<file path="src/rtl/tod_pkg.sv">
package tod_pkg;
  localparam int DIG_W     = 4;
  localparam int NUM_SLOTS = 15;

  // Slot index = byte offset / 4; ordering is fixed by the register map.
  localparam int SLOT_TENTHS = 1;
  localparam int SLOT_SEC_U  = 2;
  localparam int SLOT_SEC_T  = 3;
  localparam int SLOT_MIN_U  = 4;
  localparam int SLOT_MIN_T  = 5;
  localparam int SLOT_HR_U   = 6;
  localparam int SLOT_HR_T   = 7;
  localparam int SLOT_DAY_U  = 8;
  localparam int SLOT_DAY_T  = 9;
  localparam int SLOT_WDAY   = 10;
  localparam int SLOT_MON_U  = 11;
  localparam int SLOT_MON_T  = 12;
  localparam int SLOT_YEAR   = 13;
  localparam int SLOT_CTRL   = 14;

  localparam logic [3:0] LEAP_PHASE = 4'b1000;

  // Last day of the month as two BCD digits {tens, units}.
  function automatic logic [7:0] last_day(input logic [3:0] mon_t,
                                          input logic [3:0] mon_u,
                                          input logic [3:0] phase);
    logic [7:0] m;
    m = {mon_t, mon_u};
    case (m)
      8'h02:                      last_day = (phase == LEAP_PHASE) ? 8'h29 : 8'h28;
      8'h04, 8'h06, 8'h09, 8'h11: last_day = 8'h30;
      default:                    last_day = 8'h31;
    endcase
  endfunction

  // Advance the one-hot leap-cycle phase by one year.
  function automatic logic [3:0] next_phase(input logic [3:0] phase);
    next_phase = {phase[2:0], phase[3]};
  endfunction
endpackage

</file>
<file path="src/rtl/tod_digit.sv">
module tod_digit #(
  parameter int         W       = 4,
  parameter logic [3:0] RST_VAL = 4'd0
) (
  input  logic         clk,
  input  logic         rst_n,
  input  logic         wr,
  input  logic [W-1:0] wr_val,
  input  logic         inc,
  input  logic         wrap,
  input  logic [W-1:0] wrap_val,
  output logic [W-1:0] q
);
  always_ff @(posedge clk or negedge rst_n) begin
    if (!rst_n)   q <= W'(RST_VAL);
    else if (wr)  q <= wr_val;
    else if (inc) q <= wrap ? wrap_val : q + W'(1);
  end
endmodule

</file>
<file path="src/rtl/tod_time_chain.sv">
module tod_time_chain
  import tod_pkg::*;
(
  input  logic             clk,
  input  logic             rst_n,
  input  logic             adv,
  input  logic [6:0]       wr,
  input  logic [DIG_W-1:0] nib,
  output logic [DIG_W-1:0] tenths,
  output logic [DIG_W-1:0] sec_u,
  output logic [DIG_W-1:0] sec_t,
  output logic [DIG_W-1:0] min_u,
  output logic [DIG_W-1:0] min_t,
  output logic [DIG_W-1:0] hr_u,
  output logic [DIG_W-1:0] hr_t,
  output logic             sec_tick,
  output logic             min_tick,
  output logic             hr_tick,
  output logic             day_tick
);
  localparam logic [DIG_W-1:0] ZERO = '0;

  logic su_nine, mu_nine, hu_nine, hr_last;
  logic su_wrap, mu_wrap;

  assign su_nine  = (sec_u == DIG_W'(9));
  assign mu_nine  = (min_u == DIG_W'(9));
  assign hu_nine  = (hr_u  == DIG_W'(9));
  assign hr_last  = (hr_t == DIG_W'(2)) && (hr_u == DIG_W'(3));

  assign sec_tick = adv && (tenths == DIG_W'(9));
  assign su_wrap  = sec_tick && su_nine;
  assign min_tick = su_wrap && (sec_t == DIG_W'(5));
  assign mu_wrap  = min_tick && mu_nine;
  assign hr_tick  = mu_wrap && (min_t == DIG_W'(5));
  assign day_tick = hr_tick && hr_last;

  tod_digit #(.W(DIG_W)) u_tenths (
    .clk(clk), .rst_n(rst_n), .wr(wr[0]), .wr_val(nib),
    .inc(adv), .wrap(tenths == DIG_W'(9)), .wrap_val(ZERO), .q(tenths));

  tod_digit #(.W(DIG_W)) u_sec_u (
    .clk(clk), .rst_n(rst_n), .wr(wr[1]), .wr_val(nib),
    .inc(sec_tick), .wrap(su_nine), .wrap_val(ZERO), .q(sec_u));

  tod_digit #(.W(DIG_W)) u_sec_t (
    .clk(clk), .rst_n(rst_n), .wr(wr[2]), .wr_val(nib),
    .inc(su_wrap), .wrap(sec_t == DIG_W'(5)), .wrap_val(ZERO), .q(sec_t));

  tod_digit #(.W(DIG_W)) u_min_u (
    .clk(clk), .rst_n(rst_n), .wr(wr[3]), .wr_val(nib),
    .inc(min_tick), .wrap(mu_nine), .wrap_val(ZERO), .q(min_u));

  tod_digit #(.W(DIG_W)) u_min_t (
    .clk(clk), .rst_n(rst_n), .wr(wr[4]), .wr_val(nib),
    .inc(mu_wrap), .wrap(min_t == DIG_W'(5)), .wrap_val(ZERO), .q(min_t));

  tod_digit #(.W(DIG_W)) u_hr_u (
    .clk(clk), .rst_n(rst_n), .wr(wr[5]), .wr_val(nib),
    .inc(hr_tick), .wrap(hu_nine || hr_last), .wrap_val(ZERO), .q(hr_u));

  tod_digit #(.W(DIG_W)) u_hr_t (
    .clk(clk), .rst_n(rst_n), .wr(wr[6]), .wr_val(nib),
    .inc(hr_tick && (hu_nine || hr_last)), .wrap(hr_last), .wrap_val(ZERO), .q(hr_t));
endmodule

</file>
<file path="src/rtl/tod_date_chain.sv">
module tod_date_chain
  import tod_pkg::*;
(
  input  logic             clk,
  input  logic             rst_n,
  input  logic             day_tick,
  input  logic [5:0]       wr,
  input  logic [DIG_W-1:0] nib,
  output logic [DIG_W-1:0] day_u,
  output logic [DIG_W-1:0] day_t,
  output logic [DIG_W-1:0] wday,
  output logic [DIG_W-1:0] mon_u,
  output logic [DIG_W-1:0] mon_t,
  output logic [3:0]       year,
  output logic             mon_tick,
  output logic             yr_tick
);
  localparam logic [DIG_W-1:0] ZERO = '0;
  localparam logic [DIG_W-1:0] ONE  = DIG_W'(1);

  logic [7:0] month_end;
  logic       at_last, at_dec, du_nine, mo_nine;

  assign month_end = last_day(mon_t, mon_u, year);
  assign at_last   = ({day_t, day_u} == month_end);
  assign at_dec    = ({mon_t, mon_u} == 8'h12);
  assign du_nine   = (day_u == DIG_W'(9));
  assign mo_nine   = (mon_u == DIG_W'(9));
  assign mon_tick  = day_tick && at_last;
  assign yr_tick   = mon_tick && at_dec;

  tod_digit #(.W(DIG_W), .RST_VAL(4'd1)) u_day_u (
    .clk(clk), .rst_n(rst_n), .wr(wr[0]), .wr_val(nib),
    .inc(day_tick), .wrap(du_nine || at_last),
    .wrap_val(at_last ? ONE : ZERO), .q(day_u));

  tod_digit #(.W(DIG_W)) u_day_t (
    .clk(clk), .rst_n(rst_n), .wr(wr[1]), .wr_val(nib),
    .inc(day_tick && (du_nine || at_last)), .wrap(at_last),
    .wrap_val(ZERO), .q(day_t));

  tod_digit #(.W(DIG_W), .RST_VAL(4'd1)) u_wday (
    .clk(clk), .rst_n(rst_n), .wr(wr[2]), .wr_val(nib),
    .inc(day_tick), .wrap(wday == DIG_W'(7)), .wrap_val(ONE), .q(wday));

  tod_digit #(.W(DIG_W), .RST_VAL(4'd1)) u_mon_u (
    .clk(clk), .rst_n(rst_n), .wr(wr[3]), .wr_val(nib),
    .inc(mon_tick), .wrap(mo_nine || at_dec),
    .wrap_val(at_dec ? ONE : ZERO), .q(mon_u));

  tod_digit #(.W(DIG_W)) u_mon_t (
    .clk(clk), .rst_n(rst_n), .wr(wr[4]), .wr_val(nib),
    .inc(mon_tick && (mo_nine || at_dec)), .wrap(at_dec),
    .wrap_val(ZERO), .q(mon_t));

  always_ff @(posedge clk or negedge rst_n) begin
    if (!rst_n)       year <= 4'b0001;
    else if (wr[5])   year <= nib;
    else if (yr_tick) year <= next_phase(year);
  end
endmodule

</file>
<file path="src/rtl/tod_bus_decode.sv">
module tod_bus_decode
  import tod_pkg::*;
#(
  parameter int ADDR_W = 8,
  parameter int DATA_W = 32
) (
  input  logic [ADDR_W-1:0]                 addr,
  input  logic                              wr_en,
  input  logic [NUM_SLOTS-1:0][DIG_W-1:0]   slots,
  output logic [NUM_SLOTS-1:0]              wr_sel,
  output logic [DATA_W-1:0]                 rd_data
);
  logic [NUM_SLOTS-1:0] hit;

  for (genvar g = 0; g < NUM_SLOTS; g++) begin : g_slot
    assign hit[g]    = (addr == ADDR_W'(g * 4));
    assign wr_sel[g] = hit[g] && wr_en;
  end

  always_comb begin
    rd_data = '0;
    for (int i = 0; i < NUM_SLOTS; i++) begin
      if (hit[i]) rd_data[DIG_W-1:0] = slots[i];
    end
  end
endmodule

</file>
<file path="src/rtl/bcd_tod_clock.sv">
module bcd_tod_clock
  import tod_pkg::*;
#(
  parameter int ADDR_W = 8,
  parameter int DATA_W = 32
) (
  input  logic              clk,
  input  logic              rst_n,
  input  logic              tick,
  input  logic              wr_en,
  input  logic [ADDR_W-1:0] addr,
  input  logic [DATA_W-1:0] wr_data,
  output logic [DATA_W-1:0] rd_data
);
  logic                            run, adv;
  logic [DIG_W-1:0]                nib;
  logic [NUM_SLOTS-1:0]            wr_sel;
  logic [NUM_SLOTS-1:0][DIG_W-1:0] slots;

  logic [DIG_W-1:0] tenths, sec_u, sec_t, min_u, min_t, hr_u, hr_t;
  logic [DIG_W-1:0] day_u, day_t, wday, mon_u, mon_t;
  logic [3:0]       year;
  logic             sec_tick, min_tick, hr_tick, day_tick, mon_tick, yr_tick;
  logic             unused_bits;

  assign nib         = wr_data[DIG_W-1:0];
  assign adv         = run && tick && !wr_en;
  assign unused_bits = ^{wr_data[DATA_W-1:DIG_W], wr_sel[0]};

  always_ff @(posedge clk or negedge rst_n) begin
    if (!rst_n)                 run <= 1'b0;
    else if (wr_sel[SLOT_CTRL]) run <= wr_data[0];
  end

  tod_time_chain u_time (
    .clk(clk), .rst_n(rst_n), .adv(adv),
    .wr(wr_sel[SLOT_HR_T:SLOT_TENTHS]), .nib(nib),
    .tenths(tenths), .sec_u(sec_u), .sec_t(sec_t),
    .min_u(min_u), .min_t(min_t), .hr_u(hr_u), .hr_t(hr_t),
    .sec_tick(sec_tick), .min_tick(min_tick), .hr_tick(hr_tick),
    .day_tick(day_tick));

  tod_date_chain u_date (
    .clk(clk), .rst_n(rst_n), .day_tick(day_tick),
    .wr(wr_sel[SLOT_YEAR:SLOT_DAY_U]), .nib(nib),
    .day_u(day_u), .day_t(day_t), .wday(wday),
    .mon_u(mon_u), .mon_t(mon_t), .year(year),
    .mon_tick(mon_tick), .yr_tick(yr_tick));

  always_comb begin
    slots              = '0;
    slots[SLOT_TENTHS] = tenths;
    slots[SLOT_SEC_U]  = sec_u;
    slots[SLOT_SEC_T]  = sec_t;
    slots[SLOT_MIN_U]  = min_u;
    slots[SLOT_MIN_T]  = min_t;
    slots[SLOT_HR_U]   = hr_u;
    slots[SLOT_HR_T]   = hr_t;
    slots[SLOT_DAY_U]  = day_u;
    slots[SLOT_DAY_T]  = day_t;
    slots[SLOT_WDAY]   = wday;
    slots[SLOT_MON_U]  = mon_u;
    slots[SLOT_MON_T]  = mon_t;
    slots[SLOT_YEAR]   = year;
    slots[SLOT_CTRL]   = {{(DIG_W-1){1'b0}}, run};
  end

  tod_bus_decode #(.ADDR_W(ADDR_W), .DATA_W(DATA_W)) u_dec (
    .addr(addr), .wr_en(wr_en), .slots(slots),
    .wr_sel(wr_sel), .rd_data(rd_data));
endmodule

</file>
<file path="config.mk">
export PLATFORM = sky130hd
export DESIGN_NAME = bcd_tod_clock
export DESIGN_NICKNAME = d
export VERILOG_FILES = /design/src/rtl/tod_pkg.sv /design/src/rtl/tod_digit.sv /design/src/rtl/tod_time_chain.sv /design/src/rtl/tod_date_chain.sv /design/src/rtl/tod_bus_decode.sv /design/src/rtl/bcd_tod_clock.sv
export SDC_FILE = /design/constraint.sdc
export NUM_CORES = 1
export LEC_CHECK = 0
export BUFFER_PORTS_ARGS = -buffer_cell sky130_fd_sc_hd__buf_2
export CAP_MARGIN = 30
export CORE_MARGIN = 5
export CORE_UTILIZATION = 57
export DETAILED_ROUTE_END_ITERATION = 7
export GPL_TIMING_DRIVEN = 0
export PLACE_DENSITY_LB_ADDON = 0.05
export SLEW_MARGIN = 20
export SYNTH_ARGS = -nofsm -noshare
export SYNTH_HDL_FRONTEND = slang
export SYNTH_SLANG_ARGS = --single-unit
</file>
<file path="constraint.sdc">
create_clock -name clk -period 3.4 [get_ports clk]
set_input_delay 0.34 -clock clk [delete_from_list [all_inputs] [get_ports clk]]
set_output_delay 0.34 -clock clk [all_outputs]
set_load 0.05 [all_outputs]
</file>
==> impl_metrics.toml <==
[grt]
grt.busiest_layer = "met2"
grt_pass1_vias = 4162
grtUsageMet2_pct = 45.5
grt_pass1_wl_um = 20700
overflow = 0
grt_use_met3_pct = 3.79
grt_usage_pct = 26.4
use_met1_pct = 33.9
antenna_found_initial = 0
grt_max_degree = 54

[route]
vias_per_cell = 6.25
avgRoutedWirePerCell_um = 18.0
routed_wl_um = 12700
drtPass1Iterations = 6
remaining_drc_errors = 0
ant_nets = 0
initialDrtViolationCount = 310
routed-via-count = 4413

[yosys]
synth_top_family_by_area = "simple AND/OR/NAND/NOR gates"
synthXorXnorAreaFrac_pct = 2.19
synthArstFlopShare_pct = 100
synth-seq-cells = 53
synth_mux_area_share_pct = 3.61
synthDistinctLibCells = 81
ys.flop_type = "dfrtp_1"
synth_seq_area_share_pct = 30.3
synth-adder-area-share_pct = 4.27
synth-edff-count = 0
yosysWarnings = 0
synthCells = 549
synth.avg_cell_area_um2 = 8.01
yosys.area_share.simple_pct = 30.4
synth_compound_area_share_pct = 21.0
netlist_area_um2 = 4400

[final_layout]
area_growth_pct = 9.42
post-route-util_pct = 63.3
antenna_cells = 0
fill_cells = 719
drive_gt1_share_pct = 13.7
final_nets = 662

[floorplanning]
die_x_um = 97.8
fp.coreArea_um2 = 7610
die_y_um = 97.8
row_count = 32
start_util_pct = 57.8
die_area_um2 = 9570
ios = 76

[run]
drv_cap = 0

[clock_tree]
numCtsBuffers = 5
cts_sinks = 53
htree_levels = 2
cts-root-buf = "clkbuf_8"
postCtsHoldBufs = 0
ctsResizeCount = 0
clock_path_buffers = 2
clock_latency_ns = 0.32
post_cts.repair.setup_buffers = 0
clk_pin_slew_worst_paths_ns = 0.11
cts_tree = "done"

[timing]
worstMarginPinSlew_ns = 0.864
fmax_mhz = 334
hold_viol = 0
hold_ws_ns = 0.0587
layout_min_cycle_time_ns = 3.00
rsz0062_at_grt = "false"
drv_slew = 0
setup_viol = 0
finalClockSkew_ns = 0.0165
period_share_pct = 88.1
tns_ns = 0
slew_headroom_pct = 41.6

[setup_path]
cp-end-kind = "flop"
crit_type = "flop to flop"
crit_required_ns = 3.61
cp_data_arrival_time_ns = 3.21
worstPathMaxFanout = 10
slowest_stage = "a2111oi_4"
cp_cell_sequence = "inv_1 > ha_1 > nor4bb_1 > nand4_1 > a2111oi_4 > o21ai_1 > nand2_2 > buf_6 > nor3_1 > a211o_1"
max_stage_delay_ns = 0.54
critPathLaunchType = "flop"

[pwr]
power_density_nw_per_um2 = 303
pwr-share-clk_pct = 25.0
power_leakage_nw = 2.05
power.switching_mw = 0.515
comb_power_share_pct = 23.4
p_int_mw = 0.944
p_total_mw = 1.46
switching_share_pct = 35.3
irDropWorstVdd_mv = 0.208
pwr-share-seq_pct = 51.6

[outcome]
outcome = "complete, no violations"

[placed_design]
place.detailed.hpwl_um = 9380
place_congestion = 1.04
port_buffers = 19

[hold_path]
hold_class = "input port to asynchronous set/reset pin"
-- kinds of logic (layout without fill, tap and decap cells) --
group	count (synthesis)	count (layout)
adders and majority gates	15	15
other	1	28
xor gates and xnor gates	11	11
and+or+nand+nor	258	258
DFF	53	53
AOI/OAI and AO/OA	133	133
buffers and inverters	64	92
muxes	14	14
-- metrics by stage --
| stage | instances | worst slack (ns) | area, um^2 |
|---|---|---|---|
| final | 706 | 0.404 | 4810 |
| after global routing | 706 | 0.205 | 4810 |
| after CTS | 705 | 0.467 | 4810 |
| after detailed placement | 697 | 0.503 | 4720 |
| after global placement | 697 | 0.519 | 4720 |
| after floorplan | 576 | 0.423 | 4500 |
-- synth_stat cells (all sizes together), types with 10 or more instances --
cell    count  share of area, %
a21oi      32               3.6
a31oi      11               1.7
buf        34               5.6
clkbuf     12               1.0
dfrtp      49                28
ha         15               4.3
inv        17               1.5
nand2      75               6.5
nand3      28               3.2
nand4      10               1.4
nor2       65               5.5
nor3       12               1.5
o211ai     12               2.2
o21ai      22               2.5
-- area by class of cell --
class / count / area [um^2] / area share (%)
clock buffers: 6 / 72.6 / 1.51
inverters: 18 / 67.6 / 1.40
well taps: 102 / 128 / 2.65
multi-input cells: 459 / 2810 / 58.4
clock inverters: 2 / 10.0 / 0.208
repair buffers: 20 / 103 / 2.13
flip-flops and latches: 53 / 1330 / 27.7
plain buffers: 46 / 292 / 6.06
-- worst max-delay path, delay by kind of cell (launching register included) --
kind,cells,cell delay [ns]
and+or+nand+nor,4,0.90
DFF,1,0.47
AOI/OAI and AO/OA,3,1.04
buffers and inverters,2,0.25
adders and majority gates,1,0.23
-- worst paths after layout --
check	start	endpoint	slack, ns	cells after the start
setup reg to reg	u_date.u_mon_t.q[0]	u_date.u_day_t.q[3]	0.40	10
max in group asynchronous	rst_n	u_time.u_hr_u.q[0]	2.86	1
hold / removal	rst_n	u_date.u_mon_t.q[1]	0.06	1
setup / recovery	u_date.u_mon_t.q[0]	u_date.u_day_t.q[3]	0.40	10
min in group clk	wr_data[2]	u_time.u_tenths.q[2]	0.34	2
hold reg to reg	u_date.year[1]	u_date.year[2]	0.57	2
-- cells in the final DEF (no fill, tap or decap), types with 4 or more instances in the layout --
master	netlist	routed
nand4_1	10	10
nor3b_1	5	5
mux2_2	5	5
and3_1	5	5
nor2_1	65	65
a22oi_1	8	8
nand2b_1	8	8
o31ai_1	5	5
or3_1	6	6
dfrtp_1	49	49
o21ai_0	20	20
clkbuf_8	0	5
o221ai_1	7	7
nand2_1	73	73
o211ai_1	11	11
a31oi_1	10	10
nor3_1	11	11
conb_1	1	28
nand3b_1	5	5
mux2i_1	8	8
inv_1	17	17
buf_2	2	20
buf_4	29	30
xnor2_1	8	8
dfstp_2	4	4
clkbuf_1	12	13
nor2b_1	7	7
nand3_1	28	28
ha_1	15	15
a21oi_1	32	32
o22ai_1	4	4
-- metal layers --
layer / wire length, um / share of wire (%)
met1: 5340 / 42
met2: 6250 / 49
met3: 746 / 5.9
met4: 361 / 2.8
met5: 0 / 0
-- power by group through the flow --
stage | registers [mW] | clock network (mW) | logic, mW
finish | 0.753 | 0.365 | 0.341
global route | 0.759 | 0.404 | 0.372
CTS | 0.750 | 0.374 | 0.336
global placement | 0.760 | 0 | 0.327
floorplan | 0.738 | 0 | 0.262
detailed placement | 0.762 | 0 | 0.335
Power figures use the tool's default switching activity.
